### config.mk
export PLATFORM = sky130hd
export DESIGN_NAME = rdp_ram_top
export DESIGN_NICKNAME = d
export VERILOG_FILES = /design/src/rtl/rdp_pkg.sv /design/src/rtl/rdp_array.sv /design/src/rtl/rdp_stage.sv /design/src/rtl/rdp_ram_top.sv
export SDC_FILE = /design/constraint.sdc
export NUM_CORES = 1
export LEC_CHECK = 0
export CORE_MARGIN = 3
export CORE_UTILIZATION = 39
export CTS_CLUSTER_SIZE = 28
export DETAILED_ROUTE_END_ITERATION = 6
export DONT_BUFFER_PORTS = 1
export GPL_TIMING_DRIVEN = 1
export PLACE_DENSITY = 0.64
export SYNTH_ARGS = -nofsm -noshare
export SYNTH_HDL_FRONTEND = slang
export SYNTH_SLANG_ARGS = --single-unit
### constraint.sdc
create_clock -name clk -period 2.68 [get_ports clk]
set_input_delay 0 -clock clk [delete_from_list [all_inputs] [get_ports clk]]
set_output_delay 0 -clock clk [all_outputs]
set_load 0.02 [all_outputs]
### src/rtl/rdp_pkg.sv
`timescale 1ns/1ps
package rdp_pkg;
    function automatic int stage_count(input bit prim, input int pipe, input bit core);
        return int'(prim) + pipe + int'(core);
    endfunction

    function automatic int read_latency(input bit prim, input int pipe, input bit core);
        return 1 + stage_count(prim, pipe, core);
    endfunction
endpackage

### src/rtl/rdp_array.sv
`timescale 1ns/1ps
module rdp_array #(
    parameter int              DATA_W  = 16,
    parameter int              DEPTH   = 16,
    parameter bit              IS_LAST = 1'b0,
    parameter logic [DATA_W-1:0] RST_VAL = '1,
    localparam int             ADDR_W  = $clog2(DEPTH)
) (
    input  logic              clk,
    input  logic              en,
    input  logic              we,
    input  logic [ADDR_W-1:0] addr,
    input  logic [DATA_W-1:0] wdata,
    input  logic              rst,
    input  logic              ce,
    output logic [DATA_W-1:0] latch
);
    logic [DATA_W-1:0] mem [DEPTH];
    logic [DATA_W-1:0] rd_word;
    logic              ld_latch;
    logic              rst_latch;
    logic              past_ok = 1'b0;

    always_ff @(posedge clk) past_ok <= 1'b1;

    // array write, gated by enable
    always_ff @(posedge clk) begin
        if (en && we) mem[addr] <= wdata;
    end

    // write-first selection
    always_comb rd_word = we ? wdata : mem[addr];

    // output controls touch the latch only when it is the last stage
    always_comb begin
        rst_latch = IS_LAST && rst;
        ld_latch  = IS_LAST ? (en && ce) : en;
    end

    always_ff @(posedge clk) begin
        if (rst_latch)     latch <= RST_VAL;
        else if (ld_latch) latch <= rd_word;
    end

    generate
        if (IS_LAST) begin : g_last
            p_latch_rst_r9: assert property (@(posedge clk) disable iff (!past_ok)
                rst |=> latch == RST_VAL);
            p_latch_hold_r9: assert property (@(posedge clk) disable iff (!past_ok)
                (!rst && !(en && ce)) |=> $stable(latch));
        end else begin : g_mid
            p_write_first_r2: assert property (@(posedge clk) disable iff (!past_ok)
                (en && we) |=> latch == $past(wdata));
            p_latch_hold_r4: assert property (@(posedge clk) disable iff (!past_ok)
                !en |=> $stable(latch));
        end
    endgenerate
endmodule

### src/rtl/rdp_stage.sv
`timescale 1ns/1ps
module rdp_stage #(
    parameter int                DATA_W  = 16,
    parameter bit                IS_LAST = 1'b0,
    parameter logic [DATA_W-1:0] RST_VAL = '1
) (
    input  logic              clk,
    input  logic              rst,
    input  logic              ce,
    input  logic [DATA_W-1:0] d,
    output logic [DATA_W-1:0] q
);
    logic do_rst;
    logic do_load;
    logic past_ok = 1'b0;

    always_ff @(posedge clk) past_ok <= 1'b1;

    always_comb begin
        do_rst  = IS_LAST && rst;
        do_load = IS_LAST ? ce : 1'b1;
    end

    always_ff @(posedge clk) begin
        if (do_rst)       q <= RST_VAL;
        else if (do_load) q <= d;
    end

    generate
        if (IS_LAST) begin : g_last
            p_rst_load_r5: assert property (@(posedge clk) disable iff (!past_ok)
                rst |=> q == RST_VAL);
            p_rst_over_ce_r6: assert property (@(posedge clk) disable iff (!past_ok)
                (rst && ce) |=> q == RST_VAL);
            p_hold_r7: assert property (@(posedge clk) disable iff (!past_ok)
                (!rst && !ce) |=> $stable(q));
        end else begin : g_mid
            p_advance_r8: assert property (@(posedge clk) disable iff (!past_ok)
                (rst || !ce) |=> q == $past(d));
        end
    endgenerate
endmodule

### src/rtl/rdp_ram_top.sv
`timescale 1ns/1ps
module rdp_ram_top #(
    parameter int                DATA_W       = 16,
    parameter int                DEPTH        = 16,
    parameter bit                USE_PRIM_REG = 1'b1,
    parameter int                PIPE_REGS    = 2,
    parameter bit                USE_CORE_REG = 1'b1,
    parameter logic [DATA_W-1:0] RST_VAL      = 16'hFFFF,
    localparam int               ADDR_W       = $clog2(DEPTH)
) (
    input  logic              clk,
    input  logic              en,
    input  logic              we,
    input  logic [ADDR_W-1:0] addr,
    input  logic [DATA_W-1:0] wdata,
    input  logic              out_rst,
    input  logic              out_ce,
    output logic [DATA_W-1:0] rdata
);
    import rdp_pkg::*;

    localparam int NSTG = stage_count(USE_PRIM_REG, PIPE_REGS, USE_CORE_REG);

    // chain[0] is the latch, chain[NSTG] drives the port
    logic [DATA_W-1:0] chain [NSTG+1];

    rdp_array #(
        .DATA_W (DATA_W),
        .DEPTH  (DEPTH),
        .IS_LAST(NSTG == 0),
        .RST_VAL(RST_VAL)
    ) u_array (
        .clk  (clk),
        .en   (en),
        .we   (we),
        .addr (addr),
        .wdata(wdata),
        .rst  (out_rst),
        .ce   (out_ce),
        .latch(chain[0])
    );

    generate
        for (genvar i = 0; i < NSTG; i++) begin : g_stage
            rdp_stage #(
                .DATA_W (DATA_W),
                .IS_LAST(i == NSTG - 1),
                .RST_VAL(RST_VAL)
            ) u_stage (
                .clk(clk),
                .rst(out_rst),
                .ce (out_ce),
                .d  (chain[i]),
                .q  (chain[i+1])
            );
        end
    endgenerate

    assign rdata = chain[NSTG];
endmodule

### After elaboration in Yosys (flattened, before gate mapping)

Memory sizes are Yosys's and may differ from the RTL's. A register that Yosys moved wholly into a read port is not among the register bits.
Index checks and enable logic that the tools add are counted.

| word-level totals | value |
|---|---|
| bits in registers | 64 |
| latch bits | 0 |
| RAM bits | 256 |
| memory bits (read-only) | 0 |
| input port bits | 25 |
| output and inout port bits | 16 |
| memories | 1 |

| cells by class | value |
|---|---|
| add/sub/neg operators | 0 |
| multipliers | 0 |
| divide/modulo/power cells | 0 |
| order comparisons | 0 |
| equal/unequal tests | 0 |
| shifts and indexed selects | 0 |
| mux-type cells | 2 |
| bitwise operators | 0 |
| reductions and logical operators | 1 |

Memory list:

| name | depth | bits a word | rd ports | clocked after Yosys merged registers in | wr ports | line | text |
|---|---|---|---|---|---|---|---|
| u_array.mem | 16 | 16 | 1 | 1 | 1 | rdp_array.sv:18 | `logic [DATA_W-1:0] mem [DEPTH];` |

Operators with widths:

| kind | count |
|---|---|
| $mux 1 | 2 |
| $logic_and 1x1->1 | 1 |

### Logic depth before layout (Yosys ltp)

Gate-level depths: netlist (run 1).

| depth | value |
|---|---|
| depth after elaboration | 3 |
| mapped depth | 7 |

### By module

From an unflattened synthesis (run 1), not the netlist that was laid out.

| second synthesis, totals | value |
|---|---|
| cells, all modules | 676 |
| area total of the unflattened synthesis | 12250.5 um^2 |

Modules (own cells, without submodules):

| module | times used | cells each | area each (um^2) | seq. area each (um^2) |
|---|---|---|---|---|
| rdp_array | 1 | 575 | 10690.3 | 8167.8 |
| rdp_stage (g_stage[0].u_stage ...) | 3 | 16 | 320.3 | 320.3 |
| rdp_stage (g_stage[3].u_stage) | 1 | 53 | 599.3 | 320.3 |

### Worst setup path after synthesis (run 1)

No wires, ideal clock.

| path | value |
|---|---|
| path type | input-to-reg |
| start | input addr[0] |
| end | memory u_array.mem[0][0], enable pin |
| arrival time | 1.884 ns |
| required time | 2.271 ns |
| setup slack | 0.387 ns |
| stages on the path | 4 |
| cells stage by stage | buf_4 > clkbuf_1 > or3_1 > nor3_1 |

RTL lines:

| element | line | text |
|---|---|---|
| start, declared | rdp_ram_top.sv:14 | `input logic [ADDR_W-1:0] addr,` |
| end, declared | rdp_array.sv:18 |  |

Straight into the memory's write port.

### Worst setup path in the final report (run 1)

| path | value |
|---|---|
| start | input en |
| end | memory u_array.mem[4][7], enable pin |

| on the way | value |
|---|---|
| cells in the longest elaborated chain, start to end | 3 |

Ends and longest elaborated chain:

| element | line | text |
|---|---|---|
| start, declared | rdp_ram_top.sv:12 | `input logic en,` |
| $logic_and 1x1->1 | rdp_array.sv:28 | `if (en && we) mem[addr] <= wdata;` |
| $mux 1 | rdp_array.sv:28 |  |
| $mux 1 (not written as such) | rdp_array.sv:28 |  |

No other way between the ends.

==> metrics.yaml, run 1 <==
worstPathCellList: "dlygate4sd3_1, nand4b_1, nor3_2, dlygate4sd3_1"
power_uw: 10900
worstSkewPairLatency_ns: 0.51
timing.setup.tns_ns: 0
overflow: 0
cts-root-buf: "clkbuf_16"
min_period_ns: 2.39
die_w_um: 183
p_per_area_mw_per_mm2: 780
layout_common_cells: "edfxtp_1, mux2i_1, dfxtp_1"
ys_warn_count: 0
grt_pass1_wl_mm: 36.9
reg2reg_from: "u_array.mem[10][1]$_DFFE_PP_"
start_kind: "input port"
crit_fanout: 19
slowest_delay_ns: 1.20
crit_path_start: "en"
path_clk_slew_ns: 0.06
core-area_mm2: 0.0307
swShare_pct: 20.0
antenna_found_initial: 0
seqPwrFrac_pct: 53.8
synth_nets: 716
path_delay_family: "buffers and inverters"
clock_power_share_pct: 42.4
ir_drop_v: 0.000642
holdCritPathClass: "in -> reg"
path_class: "in -> reg"
place_hpwl_mm: 13.8
cts_resized: 0
fp.dieH_um: 183
portBuffers: 0
synth.distinct_cells: 31
die_area_mm2: 0.0336
wirelength_mm: 24.2
nets: 752
r2r_end: "u_array.latch[1]$_DFFE_PP_"
initial_core_util_pct: 39.9
rsz0062_at_grt: "no"
r2r_cells: 4
drt_first_pass_iters: 5
cts_setup_buffers: 0
cts_sinks: 336
grt_max_degree: 86
combPwrFrac_pct: 3.7
vias: 6003
cts_tree: "built"
cpMostUsedCell: "dlygate4sd3_1"
relSlewSlack_pct: 32.3
routed_via_density: 5.23
leakagePower_uw: 0.00483
worst-path-buf-inv: 2
r2r_slack_ns: 0.76
gp_congestion: 0.772
synth_seq_cells: 336
status: "finished, final reports clean"
netlist_instances: 691
synthArstFlopShare_pct: 0
grt_usage_pct: 14.3
power.net_switching_uw: 2180
syn_area_per_cell_um2: 17.7
avgRoutedWirePerCell_um: 21.1
final_layout_size_suffix_gt1_share_pct: 12.9
htree_levels: 2
critPathCapture: "u_array.mem[4][7]$_DFFE_PP_"
worst-path-stages: 4
tightest_slew_ns: 1.01
syn_to_final_growth_pct: 14.1
final_cells: 1147
crit_slowest_cell: "dlygate4sd3_1"
fin_worst_skew_ns: 0.0135
ctsLongestPathBuffers: 3
arrival_ns: 2.57
netlist_area_mm2: 0.0123
internal-power_uw: 8720
synth-edff-count: 272
drv_slew: 0
diodes: 0
hold_viol_final: 0
maxCapViolCount: 0
nFillCells: 2666
finalCritPeriodShare_pct: 89.2
postRouteAntennaNets: 0
final_common_cell: "edfxtp_1"
synth.yosys.seq_area_share_pct: 77.1
synth_ff_type: "edfxtp_1"
dp_cells: 1056
cp-end-kind: "register"
drc: 0
report.final.setup_viol: 0
fmax_mhz: 418
whs_ns: 0.0461
crit_required_ns: 2.86
pin_count: 41
num_rows: 64
grt_pass1_vias: 6106
drtIter0Drc: 478
numCtsBuffers: 35
==> synth_stat cells (all sizes together) (2+ instances only) <==
cell       n  area, µm²
or3        2       12.5
o21ai      6       30.0
nor3       4       20.0
nand3     11       55.1
clkbuf    16       65.1
o22ai     32        200
a221oi     6       52.6
a211o     16        140
dfxtp     64       1280
or3b       3       26.3
mux4      16        360
nor2b     17        106
nand2b     2       12.5
edfxtp   272       8170
a31oi     16        100
buf       39        317
nand2     12       45.0
a2bb2oi   10       87.6
nand4b     2       17.5
mux2i     96        961
nand3b     3       22.5
nor2      44        165
==> flip-flops by register name, summed over array words and instances (netlist names) <==
signal and cells:
g_stage.u_stage.q 64, u_array.mem 256, u_array.latch 16
==> through the flow <==
step	cell area [µm²]	setup WS (ns)	utilization, %
6_report	14000	0.290	45.5
5_1_grt	14000	0.0979	45.5
4_1_cts	14000	0.282	45.5
3_5_place_dp	12600	1.16	40.9
3_3_place_gp	12600	1.19	40.9
2_1_floorplan	12300	0.387	-
==> worst min path at each step <==
| stage | startpoint | endpoint | slack (ns) | cells after the start |
|---|---|---|---|---|
| detailed placement | wdata[15] | u_array.mem[14][15]$_DFFE_PP_ | 0.10 | 0 |
| global route | addr[1] | u_array.mem[12][5]$_DFFE_PP_ | 0.04 | 2 |
| global placement | wdata[15] | u_array.mem[12][15]$_DFFE_PP_ | 0.1 | 0 |
| CTS | addr[3] | u_array.latch[14]$_DFFE_PP_ | 0.01 | 3 |
| finish | addr[3] | u_array.latch[13]$_DFFE_PP_ | 0.05 | 4 |
| floorplan | wdata[0] | u_array.mem[0][0]$_DFFE_PP_ | 0.1 | 0 |
==> cell families (layout without fill, tap and decap cells) <==
kind of cell	Yosys count	count (layout)	share of synthesized area [%]
compound gates	86	86	4.98
buf+inv	55	115	3.11
flops	336	336	77.1
mux	112	112	10.8
simple gates	102	102	4.04
==> routing by layer <==
| metal | GRT usage, % | part of all wire, % | routed length (µm) |
|---|---|---|---|
| met1 | 20.6 | 46 | 11200 |
| met3 | 2.76 | 5.7 | 1390 |
| met2 | 22.6 | 46 | 11200 |
| met4 | 3.99 | 2.1 | 516 |
| met5 | 0 | 0 | 0 |
==> area by class of cell <==
type	instances	area (µm²)	area share [%]
Clock buffer	47	975	6.97
Clock inverter	14	124	0.886
Multi-Input combinational cell	300	2450	17.5
Sequential cell	336	9450	67.6
Tap cell	396	495	3.54
Timing Repair Buffer	54	493	3.53
==> timing repair <==
action / in CTS / in global routing
hold endpoints to repair: 343 / 0
hold buffers: 30 / 0
endpoints found under the setup margin: 0 / 0
==> worst register-to-register path, cell delays in order (launching register included) <==
cell and delay [ns]:
edfxtp_1 0.36, mux4_2 0.49, o21ai_1 0.14, dlygate4sd3_1 0.58, a31oi_1 0.08
==> power groups by stage <==
| stage | clock (µW) | sequential (µW) | combinational, µW |
|---|---|---|---|
| finish | 4630 | 5870 | 408 |
| global route | 4950 | 5880 | 446 |
| CTS | 4740 | 5870 | 411 |
| detailed placement | 0 | 5980 | 281 |
| global placement | 0 | 5980 | 279 |
| floorplan | 0 | 5930 | 350 |
Note: power is estimated with default switching activity, not from simulation.
==> inputs of run 2 (changes only) <==
--- a/config.mk
+++ b/config.mk
@@ -12,6 +12,7 @@
 export DONT_BUFFER_PORTS = 1
 export GPL_TIMING_DRIVEN = 1
 export PLACE_DENSITY = 0.64
+export RECOVER_POWER = 100
 export SYNTH_ARGS = -nofsm -noshare
 export SYNTH_HDL_FRONTEND = slang
 export SYNTH_SLANG_ARGS = --single-unit
==> metrics.yaml, run 2 (same netlist as run 1, synthesis figures left out) <==
status: "finished, final reports clean"  # unchanged
grt_usage_pct: 14.3  # unchanged
drtIter0Drc: 523  # was 478
power_uw: 10900  # about the same
grt_max_degree: 86  # unchanged
r2r_end: "u_array.latch[1]$_DFFE_PP_"  # unchanged
portBuffers: 0  # unchanged
routed_via_density: 5.24  # was 5.23
wirelength_mm: 24.3  # was 24.2 mm
nets: 752  # unchanged
holdCritPathClass: "in -> reg"  # unchanged
worst-path-stages: 4  # unchanged
r2r_cells: 4  # unchanged
place_hpwl_mm: 13.8  # unchanged
reg2reg_from: "u_array.mem[10][1]$_DFFE_PP_"  # unchanged
nFillCells: 2682  # was 2666
finalCritPeriodShare_pct: 94.9  # was 89.2%
hold_viol_final: 0  # unchanged
dp_cells: 1056  # unchanged
fmax_mhz: 393  # was 418 MHz
rsz0062_at_grt: "no"  # unchanged
path_delay_family: "buffers and inverters"  # unchanged
crit_required_ns: 2.85  # was 2.86 ns
fp.dieH_um: 183  # unchanged
postCtsHoldBufs: 30  # unchanged
cp-end-kind: "register"  # unchanged
gp_congestion: 0.772  # unchanged
whs_ns: 0.0448  # was 0.0461 ns
die_area_mm2: 0.0336  # unchanged
initial_core_util_pct: 39.9  # unchanged
final_layout_size_suffix_gt1_share_pct: 11.3  # was 12.9%
drt_first_pass_iters: 4  # was 5
cts-root-buf: "clkbuf_16"  # unchanged
pin_count: 41  # unchanged
start_kind: "input port"  # unchanged
drc: 0  # unchanged
cts_resized: 0  # unchanged
fin_ws_ns: 0.136  # was 0.290 ns
worst-path-buf-inv: 2  # unchanged
slowest_delay_ns: 1.24  # was 1.20 ns
syn_to_final_growth_pct: 13.6  # was 14.1%
path_class: "in -> reg"  # unchanged
relSlewSlack_pct: 20.5  # was 32.3%
antenna_found_initial: 0  # unchanged
cts_setup_buffers: 0  # unchanged
cts_tree: "built"  # unchanged
cts_sinks: 336  # unchanged
core-area_mm2: 0.0307  # unchanged
timing.setup.tns_ns: 0  # unchanged
crit_path_start: "en"  # unchanged
layout_common_cells: "edfxtp_1, mux2i_1, dfxtp_1"  # unchanged
r2r_slack_ns: 0.69  # was 0.76 ns
tightest_slew_ns: 1.19  # was 1.01 ns
numCtsBuffers: 35  # unchanged
largest_register: "u_array.mem"  # unchanged
p_per_area_mw_per_mm2: 783  # was 780 mW/mm²
grt_pass1_wl_mm: 36.9  # unchanged
die_w_um: 183  # unchanged
leakagePower_uw: 0.00478  # was 0.00483 µW
dp_slack_ns: 1.16  # unchanged
largest_reg_flops: 256  # unchanged
drv_slew: 0  # unchanged
maxCapViolCount: 0  # unchanged
ctsLongestPathBuffers: 3  # unchanged
htree_levels: 2  # unchanged
diodes: 0  # unchanged
num_rows: 64  # unchanged
final_common_cell: "edfxtp_1"  # unchanged
min-delay-start: "addr[3]"  # unchanged
vias: 6011  # was 6003
report.final.setup_viol: 0  # unchanged
overflow: 0  # unchanged
critPathCapture: "u_array.mem[13][9]$_DFFE_PP_"  # was u_array.mem[4][7]$_DFFE_PP_
reg.largest.list: "u_array.mem x256, g_stage.u_stage.q x64, u_array.latch x16"  # unchanged
crit_fanout: 19  # unchanged
avgRoutedWirePerCell_um: 21.2  # was 21.1 µm
final_cells: 1147  # unchanged
path_clk_slew_ns: 0.06  # about the same
min_period_ns: 2.54  # was 2.39 ns
worstPathCellList: "dlygate4sd3_1, nand4_1, nor2_1, clkbuf_2"  # was dlygate4sd3_1, nand4b_1, nor3_2, dlygate4sd3_1
arrival_ns: 2.71  # was 2.57 ns
postRouteAntennaNets: 0  # unchanged
grt_pass1_vias: 6106  # unchanged
crit_slowest_cell: "dlygate4sd3_1"  # unchanged
ir_drop_v: 0.000643  # was 0.000642 V
worstSkewPairLatency_ns: 0.50  # was 0.51 ns
fin_worst_skew_ns: 0.0110  # was 0.0135 ns
==> run 2: changes by cell type in the layout (fill, tap and decap cells not counted) <==
cell	delta
nor3_2	-1
nor3_1	+1
buf_4	-17
clkbuf_2	+6
o21ai_0	+5
clkbuf_1	+11
o21ai_1	-5
==> run 2: layout make-up <==
type / instances / area, µm² / area share, %
clock buffer: 47 / 975 / 7.00
clock inverter: 14 / 124 / 0.890
multi-input combinational: 300 / 2440 / 17.5
sequential: 336 / 9450 / 67.9
tap: 396 / 495 / 3.56
timing repair buffer: 54 / 437 / 3.14
==> run 2: power by group <==
part	leakage, µW	internal (µW)	switching [µW]
clock	0.000552	2750	1880
combinational	0.00122	176	230
sequential	0.00300	5800	69.6
==> run 2: worst min-delay path by stage <==
stage,depth (start not counted),end,slack (ns)
2_1_floorplan,0,u_array.mem[0][0]$_DFFE_PP_,0.1
3_3_place_gp,0,u_array.mem[12][15]$_DFFE_PP_,0.1
3_5_place_dp,0,u_array.mem[14][15]$_DFFE_PP_,0.10
4_1_cts,3,u_array.latch[14]$_DFFE_PP_,0.01
5_1_grt,2,u_array.mem[12][5]$_DFFE_PP_,0.04
6_report,4,u_array.latch[13]$_DFFE_PP_,0.04
==> run 2: metal layers <==
metal,routed length [µm],vias to the layer above,global-route usage [%],share of wire [%]
met3,1390,41,2.76,5.7
met5,0,-,0,0
met2,11200,192,22.6,46
met1,11300,3020,20.6,46
li1,-,2758,-,-
met4,469,0,3.99,1.9
==> run 2: worst reg2reg max path, delay by kind of cell, from the launching register on <==
family          cells  cell delay (ns)
buf+inv             1             0.60
mux                 1             0.49
flops               1             0.36
compound gates      2             0.27
==> run 2: per-stage QoR <==
step,cell area (µm²),utilization (%)
final,13900,45.3
after floorplan,12300,-
after detailed placement,12600,40.9
after global placement,12600,40.9
after global routing,13900,45.3
after CTS,14000,45.5
